File: src/rtl/sertx_pkg.sv
package sertx_pkg;

   typedef struct packed {
      logic lsb_first;
      logic strobe_int;
      logic continuous;
   } sertx_mode_t;

endpackage

File: src/rtl/sertx_sync.sv
module sertx_sync #(
   parameter int N      = 1,
   parameter int STAGES = 2
) (
   input  logic         clk,
   input  logic         rst_n,
   input  logic [N-1:0] d_in,
   output logic [N-1:0] d_out
);

   if (N < 1) begin : g_bad_n
      $error("sertx_sync: N must be at least 1");
   end

   if (STAGES == 0) begin : g_bypass
      assign d_out = d_in;
   end else begin : g_chain
      logic [N-1:0] stg [STAGES];
      for (genvar s = 0; s < STAGES; s++) begin : g_stage
         always_ff @(posedge clk or negedge rst_n) begin
            if (!rst_n)      stg[s] <= '0;
            else if (s == 0) stg[s] <= d_in;
            else             stg[s] <= stg[(s > 0) ? s-1 : 0];
         end
      end
      assign d_out = stg[STAGES-1];
   end

endmodule

File: src/rtl/sertx_fifo.sv
module sertx_fifo #(
   parameter int W     = 8,
   parameter int DEPTH = 16,
   localparam int PTR_W = $clog2(DEPTH),
   localparam int LVL_W = $clog2(DEPTH + 1)
) (
   input  logic             clk,
   input  logic             rst_n,
   input  logic             push,
   input  logic [W-1:0]     push_data,
   input  logic             pop,
   output logic [W-1:0]     head,
   output logic [LVL_W-1:0] level,
   output logic             full,
   output logic             empty,
   output logic             overflow
);

   if (DEPTH < 2 || (DEPTH & (DEPTH - 1)) != 0) begin : g_bad_depth
      $error("sertx_fifo: DEPTH must be a power of two of at least 2");
   end

   logic [W-1:0]     mem [DEPTH];
   logic [PTR_W-1:0] wr_ptr, rd_ptr;
   logic             push_ok, pop_ok;

   assign full    = (level == LVL_W'(DEPTH));
   assign empty   = (level == '0);
   assign push_ok = push && !full;
   assign pop_ok  = pop && !empty;
   assign head    = mem[rd_ptr];

   always_ff @(posedge clk) begin
      if (push_ok) mem[wr_ptr] <= push_data;
   end

   always_ff @(posedge clk or negedge rst_n) begin
      if (!rst_n) begin
         wr_ptr   <= '0;
         rd_ptr   <= '0;
         level    <= '0;
         overflow <= 1'b0;
      end else begin
         if (push_ok) wr_ptr <= wr_ptr + PTR_W'(1);
         if (pop_ok)  rd_ptr <= rd_ptr + PTR_W'(1);
         if (push_ok && !pop_ok)      level <= level + LVL_W'(1);
         else if (pop_ok && !push_ok) level <= level - LVL_W'(1);
         if (push && full) overflow <= 1'b1;
      end
   end

endmodule

File: src/rtl/sertx_seq.sv
module sertx_seq
   import sertx_pkg::*;
#(
   parameter int W   = 8,
   parameter int GAP = 2,
   localparam int CNT_W = (W > 1) ? $clog2(W) : 1,
   localparam int GAP_W = $clog2(GAP + 1)
) (
   input  logic         clk,
   input  logic         rst_n,
   input  sertx_mode_t  mode,
   input  logic         sclk_rise,
   input  logic         sclk_fall,
   input  logic         strb_lvl,
   input  logic         fifo_empty,
   input  logic [W-1:0] head,
   output logic         pop,
   output logic         txd,
   output logic         strb_out,
   output logic         busy
);

   if (W < 2) begin : g_bad_w
      $error("sertx_seq: W must be at least 2");
   end
   if (GAP < 1) begin : g_bad_gap
      $error("sertx_seq: GAP must be at least 1");
   end

   logic [W-1:0]     shreg;
   logic [CNT_W-1:0] bit_cnt;
   logic [GAP_W-1:0] gap_cnt;
   logic             strb_seen, lsb_q;
   logic             last_bit, trig_ok, start;

   assign last_bit = busy && (bit_cnt == CNT_W'(W - 1));
   always_comb begin
      if (mode.strobe_int)
         trig_ok = mode.continuous ? 1'b1 : (!busy && gap_cnt == '0);
      else
         trig_ok = strb_seen;
   end
   assign start = sclk_fall && !fifo_empty && trig_ok && (!busy || last_bit);
   assign pop   = start;

   always_ff @(posedge clk or negedge rst_n) begin
      if (!rst_n) begin
         strb_seen <= 1'b0;
      end else if (sclk_rise) begin
         strb_seen <= strb_lvl;
      end
   end

   always_ff @(posedge clk or negedge rst_n) begin
      if (!rst_n) begin
         shreg    <= '0;
         bit_cnt  <= '0;
         gap_cnt  <= '0;
         busy     <= 1'b0;
         lsb_q    <= 1'b0;
         txd      <= 1'b0;
         strb_out <= 1'b0;
      end else if (sclk_fall) begin
         strb_out <= 1'b0;
         if (start) begin
            busy     <= 1'b1;
            bit_cnt  <= '0;
            lsb_q    <= mode.lsb_first;
            strb_out <= mode.strobe_int;
            txd      <= mode.lsb_first ? head[0] : head[W-1];
            shreg    <= mode.lsb_first ? (head >> 1) : (head << 1);
         end else if (busy && !last_bit) begin
            bit_cnt <= bit_cnt + CNT_W'(1);
            txd     <= lsb_q ? shreg[0] : shreg[W-1];
            shreg   <= lsb_q ? (shreg >> 1) : (shreg << 1);
         end else if (last_bit) begin
            busy    <= 1'b0;
            gap_cnt <= (mode.strobe_int && !mode.continuous) ? GAP_W'(GAP - 1) : '0;
         end else if (gap_cnt != '0) begin
            gap_cnt <= gap_cnt - GAP_W'(1);
         end
      end
   end

endmodule

File: src/rtl/fifo_serial_tx.sv
module fifo_serial_tx
   import sertx_pkg::*;
#(
   parameter int WORD_W      = 8,
   parameter int DEPTH       = 16,
   parameter int WM_W        = 4,
   parameter int GAP_CLKS    = 2,
   parameter int SYNC_STAGES = 2,
   localparam int LVL_W = $clog2(DEPTH + 1)
) (
   input  logic              clk,
   input  logic              rst_n,
   input  logic              wr_en,
   input  logic [WORD_W-1:0] wr_data,
   input  logic [WM_W-1:0]   cfg_watermark,
   input  logic              cfg_lsb_first,
   input  logic              cfg_strobe_int,
   input  logic              cfg_continuous,
   input  logic              sclk,
   input  logic              strb_in,
   output logic              strb_out,
   output logic              txd,
   output logic              tx_req,
   output logic              fifo_full,
   output logic              fifo_empty,
   output logic              overflow
);

   if (WM_W < 1 || WM_W > 16) begin : g_bad_wm
      $error("fifo_serial_tx: WM_W out of range");
   end

   logic [1:0]        sync_v;
   logic              sclk_d, sclk_rise, sclk_fall;
   logic              seq_busy, pop;
   logic [WORD_W-1:0] head;
   logic [LVL_W-1:0]  level;
   sertx_mode_t       mode;

   sertx_sync #(.N(2), .STAGES(SYNC_STAGES)) u_sync (
      .clk   (clk),
      .rst_n (rst_n),
      .d_in  ({strb_in, sclk}),
      .d_out (sync_v)
   );

   always_ff @(posedge clk or negedge rst_n) begin
      if (!rst_n) sclk_d <= 1'b0;
      else        sclk_d <= sync_v[0];
   end
   assign sclk_rise = sync_v[0] && !sclk_d;
   assign sclk_fall = !sync_v[0] && sclk_d;

   assign mode = '{lsb_first: cfg_lsb_first, strobe_int: cfg_strobe_int,
                   continuous: cfg_continuous};

   sertx_fifo #(.W(WORD_W), .DEPTH(DEPTH)) u_fifo (
      .clk       (clk),
      .rst_n     (rst_n),
      .push      (wr_en),
      .push_data (wr_data),
      .pop       (pop),
      .head      (head),
      .level     (level),
      .full      (fifo_full),
      .empty     (fifo_empty),
      .overflow  (overflow)
   );

   sertx_seq #(.W(WORD_W), .GAP(GAP_CLKS)) u_seq (
      .clk        (clk),
      .rst_n      (rst_n),
      .mode       (mode),
      .sclk_rise  (sclk_rise),
      .sclk_fall  (sclk_fall),
      .strb_lvl   (sync_v[1]),
      .fifo_empty (fifo_empty),
      .head       (head),
      .pop        (pop),
      .txd        (txd),
      .strb_out   (strb_out),
      .busy       (seq_busy)
   );

   assign tx_req = (32'(level) <= 32'(cfg_watermark));

endmodule

File: config.mk
export PLATFORM = sky130hd
export DESIGN_NAME = fifo_serial_tx
export DESIGN_NICKNAME = d
export VERILOG_FILES = /design/src/rtl/sertx_pkg.sv /design/src/rtl/sertx_sync.sv /design/src/rtl/sertx_fifo.sv /design/src/rtl/sertx_seq.sv /design/src/rtl/fifo_serial_tx.sv
export SDC_FILE = /design/constraint.sdc
export NUM_CORES = 1
export LEC_CHECK = 0
export ABC_AREA = 0
export BUFFER_PORTS_ARGS = -buffer_cell sky130_fd_sc_hd__buf_4
export CAP_MARGIN = 10
export CORE_ASPECT_RATIO = 1.5
export CORE_MARGIN = 3
export CORE_UTILIZATION = 41
export CTS_CLUSTER_SIZE = 16
export DETAILED_ROUTE_END_ITERATION = 6
export GPL_ROUTABILITY_DRIVEN = 0
export GPL_TIMING_DRIVEN = 1
export SLEW_MARGIN = 5
export SYNTH_ARGS = -nofsm -noshare
export SYNTH_HDL_FRONTEND = slang
export SYNTH_SLANG_ARGS = --single-unit
File: constraint.sdc
create_clock -name clk -period 2.7 [get_ports clk]
set_input_delay 0.54 -clock clk [delete_from_list [all_inputs] [get_ports clk]]
set_output_delay 0.54 -clock clk [all_outputs]
set_load 0.1 [all_outputs]
==> After elaboration in Yosys (flattened, before gate mapping) <==
Memories as Yosys holds them, arrays and structs flattened.
Index checks and enable logic that the tools add are counted.
{ "op_classes": {"n_mux": 23, "n_eq_ne": 3, "n_reduce_logical": 35, "add_sub_neg": 6, "n_lt_le_gt_ge": 1, "bitwise": 2} }
{ "op_table": {"columns": ["operator", "n"], "rows": [
  ["$mux 8", 4],
  ["$logic_and 1x1->1", 14],
  ["$mux 1", 13],
  ["$mux 5", 2],
  ["$reduce_bool 2->1", 5],
  ["$logic_not 1->1", 9],
  ["$add 4x1->4 const B", 2],
  ["$mux 3", 2],
  ["$add 5x1->5 const B", 1],
  ["$eq 5x5->1 const B", 1],
  ["$le 5x4->1", 1],
  ["$logic_not 5->1", 1],
  ["$sub 5x1->5 const B", 1],
  ["$mux 2", 2],
  ["$reduce_and 2->1", 2],
  ["$reduce_and 4->1", 1],
  ["$add 3x1->3 const B", 1],
  ["$eq 3x3->1 const B", 1],
  ["$reduce_and 3->1", 1],
  ["$logic_not 2->1", 1],
  ["$ne 2x2->1 const B", 1],
  ["$not 1->1", 2],
  ["$sub 2x1->2 const B", 1],
  ["$logic_or 1x1->1", 1]
]} }
{ "totals": {"wordCells": 86, "mem_count": 1, "output_inout_bits": 6, "mem_bits_rw": 128, "input_bits": 20, "regBits": 37} }
{ "mem_list": {"columns": ["memory", "words", "width", "rd", "rd_ports_with_merged_regs", "write_ports", "line_no", "source"], "rows": [
  ["u_fifo.mem", 16, 8, 1, 0, 1, "sertx_fifo.sv:23", "logic [W-1:0] mem [DEPTH];"]
]} }

==> Longest topological paths before layout <==
Gate-level depths: netlist of the first run.
{ "depth": {"word_depth": 10, "depth_mapped": 15} }

==> Modules after synthesis <==
From an unflattened synthesis of the first run, not the netlist that was laid out.
{ "unflattened": {"cells_unflattened": 447, "hier_area_um2": 7168.1} }
{ "modules_own_cells": {"columns": ["mod", "area_per_inst_um2", "instances", "cells_per_inst", "seq_area_each_um2"], "rows": [
  ["sertx_fifo", 5849.4, 1, 324, 4194.0],
  ["sertx_seq", 1049.8, 1, 99, 450.4],
  ["fifo_serial_tx", 153.9, 1, 18, 25.0],
  ["sertx_sync", 115.1, 1, 6, 100.1]
]} }

==> Worst setup path after synthesis of the first run <==
OpenSTA, ideal clock, no wires.
{ "synth_timing": {"kind": "input port to output port", "start": "in cfg_watermark[1]", "end": "out tx_req", "setup_slack_ps": -622, "required_ps": 2160, "stages": 7, "path_buffers": 0, "arrival_time_ps": 2782, "cell_sequence": "inv_1 -> ha_1 -> nor2b_1 -> o21a_1 -> o21ai_0 -> nand2b_1 -> a21oi_1"} }
{ "synth_via": {"elab_chain_len": 1} }
{ "synth_lines": {"columns": ["element", "line_no", "source"], "rows": [
  ["from (decl)", "fifo_serial_tx.sv:15", "input logic [WM_W-1:0] cfg_watermark,"],
  ["$le 5x4->1", "fifo_serial_tx.sv:85", "assign tx_req = (32'(level) <= 32'(cfg_watermark));"],
  ["to (decl)", "fifo_serial_tx.sv:23", "output logic tx_req,"]
]} }
Every way passes these cells.

==> Final worst setup path of the first run <==
{ "layout_timing": {"start": "reg u_seq.bit_cnt[0]", "end": "reg u_fifo.level[4]"} }
{ "layout_via": {"elab_chain_len": 8, "word_cells_on_any_way": 10, "classes_between": "eq/ne (1); mux (1); reduce/logical (8)"} }
{ "layout_lines": {"columns": ["element", "line_no", "source"], "rows": [
  ["from (decl)", "sertx_seq.sv:31", "logic [CNT_W-1:0] bit_cnt;"],
  ["from (signal assigned)", "sertx_seq.sv:73", "bit_cnt <= bit_cnt + CNT_W'(1);"],
  ["$eq 3x3->1 *", "sertx_seq.sv:36", "assign last_bit = busy && (bit_cnt == CNT_W'(W - 1));"],
  ["$logic_and 1x1->1 *", "sertx_seq.sv:36", null],
  ["$logic_or 1x1->1 *", "sertx_seq.sv:43", "assign start = sclk_fall && !fifo_empty && trig_ok && (!busy || last_bit);"],
  ["$logic_and 1x1->1 *", "sertx_seq.sv:43", null],
  ["$logic_and 1x1->1 *", "sertx_fifo.sv:30", "assign pop_ok = pop && !empty;"],
  ["$logic_not 1->1", "sertx_fifo.sv:46", "if (push_ok && !pop_ok) level <= level + LVL_W'(1);"],
  ["$logic_and 1x1->1", "sertx_fifo.sv:46", null],
  ["$mux 5 / $reduce_bool 2->1 (equally long branches)", null, null],
  ["to (signal assigned)", "sertx_fifo.sv:46", null],
  ["to (signal assigned)", "sertx_fifo.sv:47", "else if (pop_ok && !push_ok) level <= level - LVL_W'(1);"],
  ["to (decl)", "sertx_fifo.sv:13", "output logic [LVL_W-1:0] level,"]
]} }
Every way passes the cells marked *; elsewhere a longest branch is shown, timed or not.
A chain may end at the register's enable or synchronous reset.

==> impl_metrics.toml, run 1 <==
[run_status]
status = "completed"

[grt]
grt_max_degree = 38
antenna_found_initial = 0
grt_overflow = 0
grt_usage = 0.155
first_global_vias = 4037
grt_pass1_wl_um = 22300

[timing]
fmax_mhz = 388
rsz0062_at_grt = "false"
fin_crit_ns = 2.58
slew_viol_final = 0
fin_crit_sh = 0.956
worstMarginPinSlew_ns = 0.935
setup_viol = 0
clock_skew_ns = 0.0116
tns_ns = 0
hold_viol = 0
slew_headroom = 0.377

[clock_network]
hold_buffers = 0
cts.path.max_buffers = 2
cts.sinks = 165
cts_made_buffers = 17
cts_tree = "done"
clock_latency_ns = 0.42
cts_root_buf = "clkbuf_16"
clk_pin_slew_ns = 0.07
htreeDepth = 4

[placed_design]
dpl.hpwl_um = 9430
placed_area_mm2 = 0.00760
portBuffers = 25

[yosys]
async_flop_share = 0.224
seq_area_frac_synth = 0.677
yosys.area.top_type = "edfxtp_1"
yosys-top-cells-area = "edfxtp_1 (55%), dfrtp_1 (13%), mux4_2 (5.4%), mux4_1 (4.1%), ha_1 (2.8%)"
synth_nets = 470
synthFlopType = "edfxtp_1"
synth_top_area_frac = 0.545
syn_avg_cell_area_um2 = 16.3
ys_seq_elements = 165
synth_edf_count = 128
ys.warnings.count = 0
synth.distinct_cells = 53
synth_area_mm2 = 0.00705
syn_inst = 433

[setup_path]
arrival_ns = 2.87
r2r_cells = 13
r2r-start = "u_seq.bit_cnt[0]$_DFFE_PN0P_"
start_kind = "flip-flop"
path_max_fanout = 4
cp.required_ns = 2.99
worstSetupPathType = "flip-flop to flip-flop"
critPathCaptureType = "flip-flop"
crit_start = "u_seq.bit_cnt[0]$_DFFE_PN0P_"

[cells_and_area]
drive_gt1_frac = 0.273
final_cell_mix = "edfxtp_1 (128), buf_4 (51), dfrtp_1 (35), nand2_1 (31), nor2_1 (29)"
seq_area_mm2 = 0.00477
areaGrowthSynthToFinish_pct = 17.5
nFillCells = 1410
antenna_cells = 0
layout_commonest_cell = "edfxtp_1"
final_area_mm2 = 0.00828
fin_nets = 523
multiInputGateArea_mm2 = 0.00213
post-route-util = 0.492

[power]
power_density_mw_per_mm2 = 961
cellLeakagePower_nw = 3.02
peakVddDrop_v = 0.000534
p_total_w = 0.00796

[die]
start_util = 0.419
dieArea_mm2 = 0.0188
die_x_um = 113
io_pins = 26
core-area_mm2 = 0.0168
die-height_um = 167
num_rows = 58

[route]
dr.pass1.iters = 4
wl_per_cell_um = 19.4
routed.top_layer = "met4"
ant_nets = 0
route.met2.wl_um = 7840
drt_wl_total_um = 13800
drc_errors = 0
via_per_inst = 5.36
vias = 3797
drt_iter0_markers = 291
m1WireLength_um = 5430
wl_met3_um = 283

[worst_hold_path]
worstHoldPathType = "input pin to asynchronous set/reset pin"

[job]
drv_cap = 0
==> layout make-up <==
cell class,instances,area share
Sequential cell,165,0.576
Inverter,16,0.00725
Timing Repair Buffer,54,0.0535
Tap cell,210,0.0317
Multi-Input combinational cell,232,0.257
Clock buffer,17,0.0514
Clock inverter,15,0.0227
==> metal layers <==
layer	GRT usage	vias to the layer above
met5	0	-
met4	0.0581	0
met3	0.0240	16
met2	0.284	52
met1	0.181	1961
li1	-	1768
==> worst max-delay path: stages, from the launching register on <==
cell and delay, ns:
dfrtp_1 0.40, ha_1 0.21, ha_2 0.19, nand2b_1 0.16
and3_4 0.18, inv_2 0.05, ha_2 0.19, inv_2 0.07
fa_2 0.35, a21o_1 0.17, a21oi_2 0.14, xnor2_1 0.13
nor2_1 0.07, xor2_1 0.14
==> synthesized netlist by cell type (2+ instances only) <==
cell and number:
a31oi_1 2, edfxtp_1 128, nand4_1 3, buf_1 2, ha_1 16, inv_1 14
mux4_2 17, buf_4 2, xor2_1 2, a21o_1 3, nor2b_1 8, nand2_1 31
and3_1 3, a22o_1 3, o211ai_2 2, o21ai_0 8, nand3_2 2, nor2_1 29
nand2b_1 8, nand3_1 8, o221ai_1 5, buf_6 4, xnor2_1 9, a22oi_1 6
mux2_2 8, clkbuf_1 4, dfrtp_1 37, mux4_1 11, nor3_1 4, buf_2 7
mux2i_1 11, a21oi_1 13, o21a_1 3
==> worst paths after layout <==
check	endpoint	slack (ns)
setup / recovery	u_fifo.level[4]$_DFFE_PN0P_	0.12
hold / removal	u_fifo.overflow$_DFFE_PN0P_	0.08
setup reg to reg	u_fifo.level[4]$_DFFE_PN0P_	0.12
hold reg to reg	u_sync.d_out[1]$_DFF_PN0_	0.35
max in group asynchronous	u_fifo.level[1]$_DFFE_PN0P_	2.26
min in group clk	u_sync.g_chain.stg[2]$_DFF_PN0_	0.23
==> report_power, final <==
| part | switching (W) | leakage, nW | internal, W |
|---|---|---|---|
| registers | 0.000257 | 1.61 | 0.00312 |
| clock network | 0.00106 | 0.291 | 0.00141 |
| logic | 0.00117 | 1.12 | 0.000949 |
| total | 0.00249 | 3.02 | 0.00547 |
==> timing repair <==
action                                  4_1_cts  5_1_grt
pin swaps                                     0        1
cloned                                        0        0
endpoints found under the hold margin         0        0
gates resized for setup                       1        8
buffers inserted                              0        3
endpoints found under the setup margin        1        3
==> per-stage QoR <==
step	setup slack [ns]	std cells	hold slack, ns
6_report	0.119	709	0.0817
5_1_grt	0.00428	709	0.113
4_1_cts	0.0163	706	0.0897
3_3_place_gp	0.0340	674	0.341
2_1_floorplan	0.0145	433	0.244
3_5_place_dp	-0.00403	674	0.335
==> sequential cells by signal, indices dropped and copies added, names as in the netlist <==
name,flops
u_fifo.level,5
u_seq.lsb_q,1
u_seq.strb_seen,1
u_sync.g_chain.stg,2
u_seq.strb_out,1
u_fifo.mem,128
u_seq.shreg,8
u_fifo.rd_ptr,4
u_seq.txd,1
u_fifo.wr_ptr,4
u_seq.busy,1
sclk_d,1
u_fifo.overflow,1
u_sync.d_out,2
u_seq.bit_cnt,3
u_seq.gap_cnt,2
==> cells by family (layout without fill, tap and decap cells) <==
family / after synthesis / after routing / share of synthesized area
XOR/XNOR: 11 / 11 / 0.0137
AO/OA/AOI/OAI: 56 / 56 / 0.0586
buffers and inverters: 36 / 102 / 0.0280
multiplexers: 48 / 48 / 0.125
flip-flops: 165 / 165 / 0.677
adder cells (fa/ha/maj): 17 / 17 / 0.0312
AND/OR/NAND/NOR: 100 / 100 / 0.0664
Note: power is estimated with default switching activity, not from simulation.
==> run 2: changes to the inputs <==
- CORE_ASPECT_RATIO: 1.5 -> unset
==> run 2 against run 1 <==
  * Sequential power hardly changed
  * First-iteration DRC count is 22% lower
  * Clock skew is 0.0066 ns lower
  * Sequential share of layout area hardly changed
  * Critical path type unchanged
  * Highest routed layer unchanged
==> impl_metrics.toml, run 2 (synthesis results as in run 1) <==
[worst_hold_path]
worstHoldPathType = "input pin to asynchronous set/reset pin"

[timing]
worstMarginPinSlew_ns = 0.979
setup_viol = 0
fin_crit_ns = 2.56
slew_headroom = 0.347
fmax_mhz = 390
timing.final.ws_setup_ns = 0.136
fin_crit_sh = 0.950
slew_viol_final = 0
hold_viol = 0
clock_skew_ns = 0.00505

[cells_and_area]
largest_register = "u_fifo.mem"
final_cell_mix = "edfxtp_1 (128), buf_4 (53), dfrtp_1 (35), nand2_1 (31), nor2_1 (29)"
areaGrowthSynthToFinish_pct = 17.6
fin_nets = 525
nFillCells = 1424
reg_top3 = "u_fifo.mem: 128 flops, u_seq.shreg: 8 flops, u_fifo.level: 5 flops"
seq_area_mm2 = 0.00477
antenna_cells = 0
multiInputGateArea_mm2 = 0.00212
drive_gt1_frac = 0.273
layout_commonest_cell = "edfxtp_1"
largest_reg_flops = 128

[grt]
grt_max_degree = 38
grt_overflow = 0
grt_pass1_wl_um = 22100
grt_usage = 0.163
first_global_vias = 3868
antenna_found_initial = 0

[clock_network]
hold_buffers = 0
clk_pin_slew_ns = 0.07
clock_latency_ns = 0.43
htreeDepth = 4
cts_made_buffers = 17
cts_tree = "done"
cts.path.max_buffers = 2
cts_root_buf = "clkbuf_16"
cts.sinks = 165

[placed_design]
place_worst_setup_slack_ns = -0.00534
portBuffers = 25
dpl.hpwl_um = 9360

[setup_path]
r2r_cells = 13
cpPeakStageDelay_ns = 0.40
crit_chain = "ha_1, ha_1, nand2b_4, and3_4, inv_2, ha_1, inv_2, fa_2, a21o_1, a21oi_2, xnor2_1, nor2_1, xor2_1"
arrival_ns = 2.87
crit_slowest_cell = "dfrtp_1"
start_kind = "flip-flop"
crit_family = "adder cells"
critPathCaptureType = "flip-flop"
path_max_fanout = 4
worstSetupPathType = "flip-flop to flip-flop"
cp.required_ns = 3.01
worst_path_most_repeated_cell = "ha_1"
path_depth = 13
crit_buf_inv = 2

[die]
die-height_um = 137
start_util = 0.422
dieArea_mm2 = 0.0188
die_x_um = 137
io_pins = 26
num_rows = 47
core-area_mm2 = 0.0167

[route]
vias = 3803
dr.pass1.iters = 4
wl_per_cell_um = 19.6
drc_errors = 0
drt_iter0_markers = 227
via_per_inst = 5.27
ant_nets = 0
drt_wl_total_um = 14100

[job]
drv_cap = 0

[power]
peakVddDrop_v = 0.000646
p_total_w = 0.00794
power_density_mw_per_mm2 = 958
cellLeakagePower_nw = 3.04

[run_status]
status = "completed"
==> run 2: report_power, final <==
part | total (W) | internal [W] | switching, W
logic | 0.00215 | 0.000940 | 0.00121
registers | 0.00336 | 0.00312 | 0.000244
clock network | 0.00242 | 0.00139 | 0.00104
==> run 2: worst paths after layout <==
path	from	endpoint	slack [ns]
worst max-delay path	u_seq.bit_cnt[0]$_DFFE_PN0P_	u_fifo.level[4]$_DFFE_PN0P_	0.14
worst min-delay path	rst_n	u_sync.d_out[1]$_DFF_PN0_	0.07
worst max register to register	u_seq.bit_cnt[0]$_DFFE_PN0P_	u_fifo.level[4]$_DFFE_PN0P_	0.14
worst min register to register	u_sync.g_chain.stg[2]$_DFF_PN0_	u_sync.d_out[0]$_DFF_PN0_	0.35
max in group asynchronous	rst_n	u_fifo.level[1]$_DFFE_PN0P_	2.28
min in group clk	strb_in	u_sync.g_chain.stg[3]$_DFF_PN0_	0.22
==> run 2: layout make-up <==
class / count / area share
Multi-Input combinational cell: 232 / 0.256
Tap cell: 220 / 0.0332
Inverter: 16 / 0.00725
Clock buffer: 17 / 0.0513
Sequential cell: 165 / 0.576
Clock inverter: 15 / 0.0210
Timing Repair Buffer: 56 / 0.0553
==> run 2: what timing repair did <==
action                                  4_1_cts  5_1_grt
hold endpoints to repair                      0        0
buffers inserted                              0        2
pin swaps                                     0        1
endpoints found under the setup margin        1        2
gates resized for setup                       3        6
==> run 2: stage by stage <==
stage,hold slack (ns),instances,area [um^2],util,setup TNS (ns)
after floorplan,0.244,433,7070,-,0
after global placement,0.336,687,7640,0.457,0
after detailed placement,0.336,687,7640,0.457,-0.00534
after CTS,0.0744,719,8250,0.494,0
after global routing,0.0992,721,8290,0.496,-0.00863
final,0.0673,721,8290,0.496,0
==> run 2: layer usage <==
layer	vias up	wire length, um	global-route usage
li1	1771	-	-
met1	1945	6250	0.219
met2	74	7050	0.260
met3	13	611	0.0415
met4	0	183	0.0571
met5	-	0	0
==> run 2: worst reg2reg max path, delay by kind of cell, from the launching register on <==
family	cells	cell delay, ns
adders and majority gates	4	0.95
buffers and inverters	2	0.13
xor gates and xnor gates	2	0.26
AOI/OAI and AO/OA	2	0.32
DFF	1	0.40
and+or+nand+nor	3	0.40
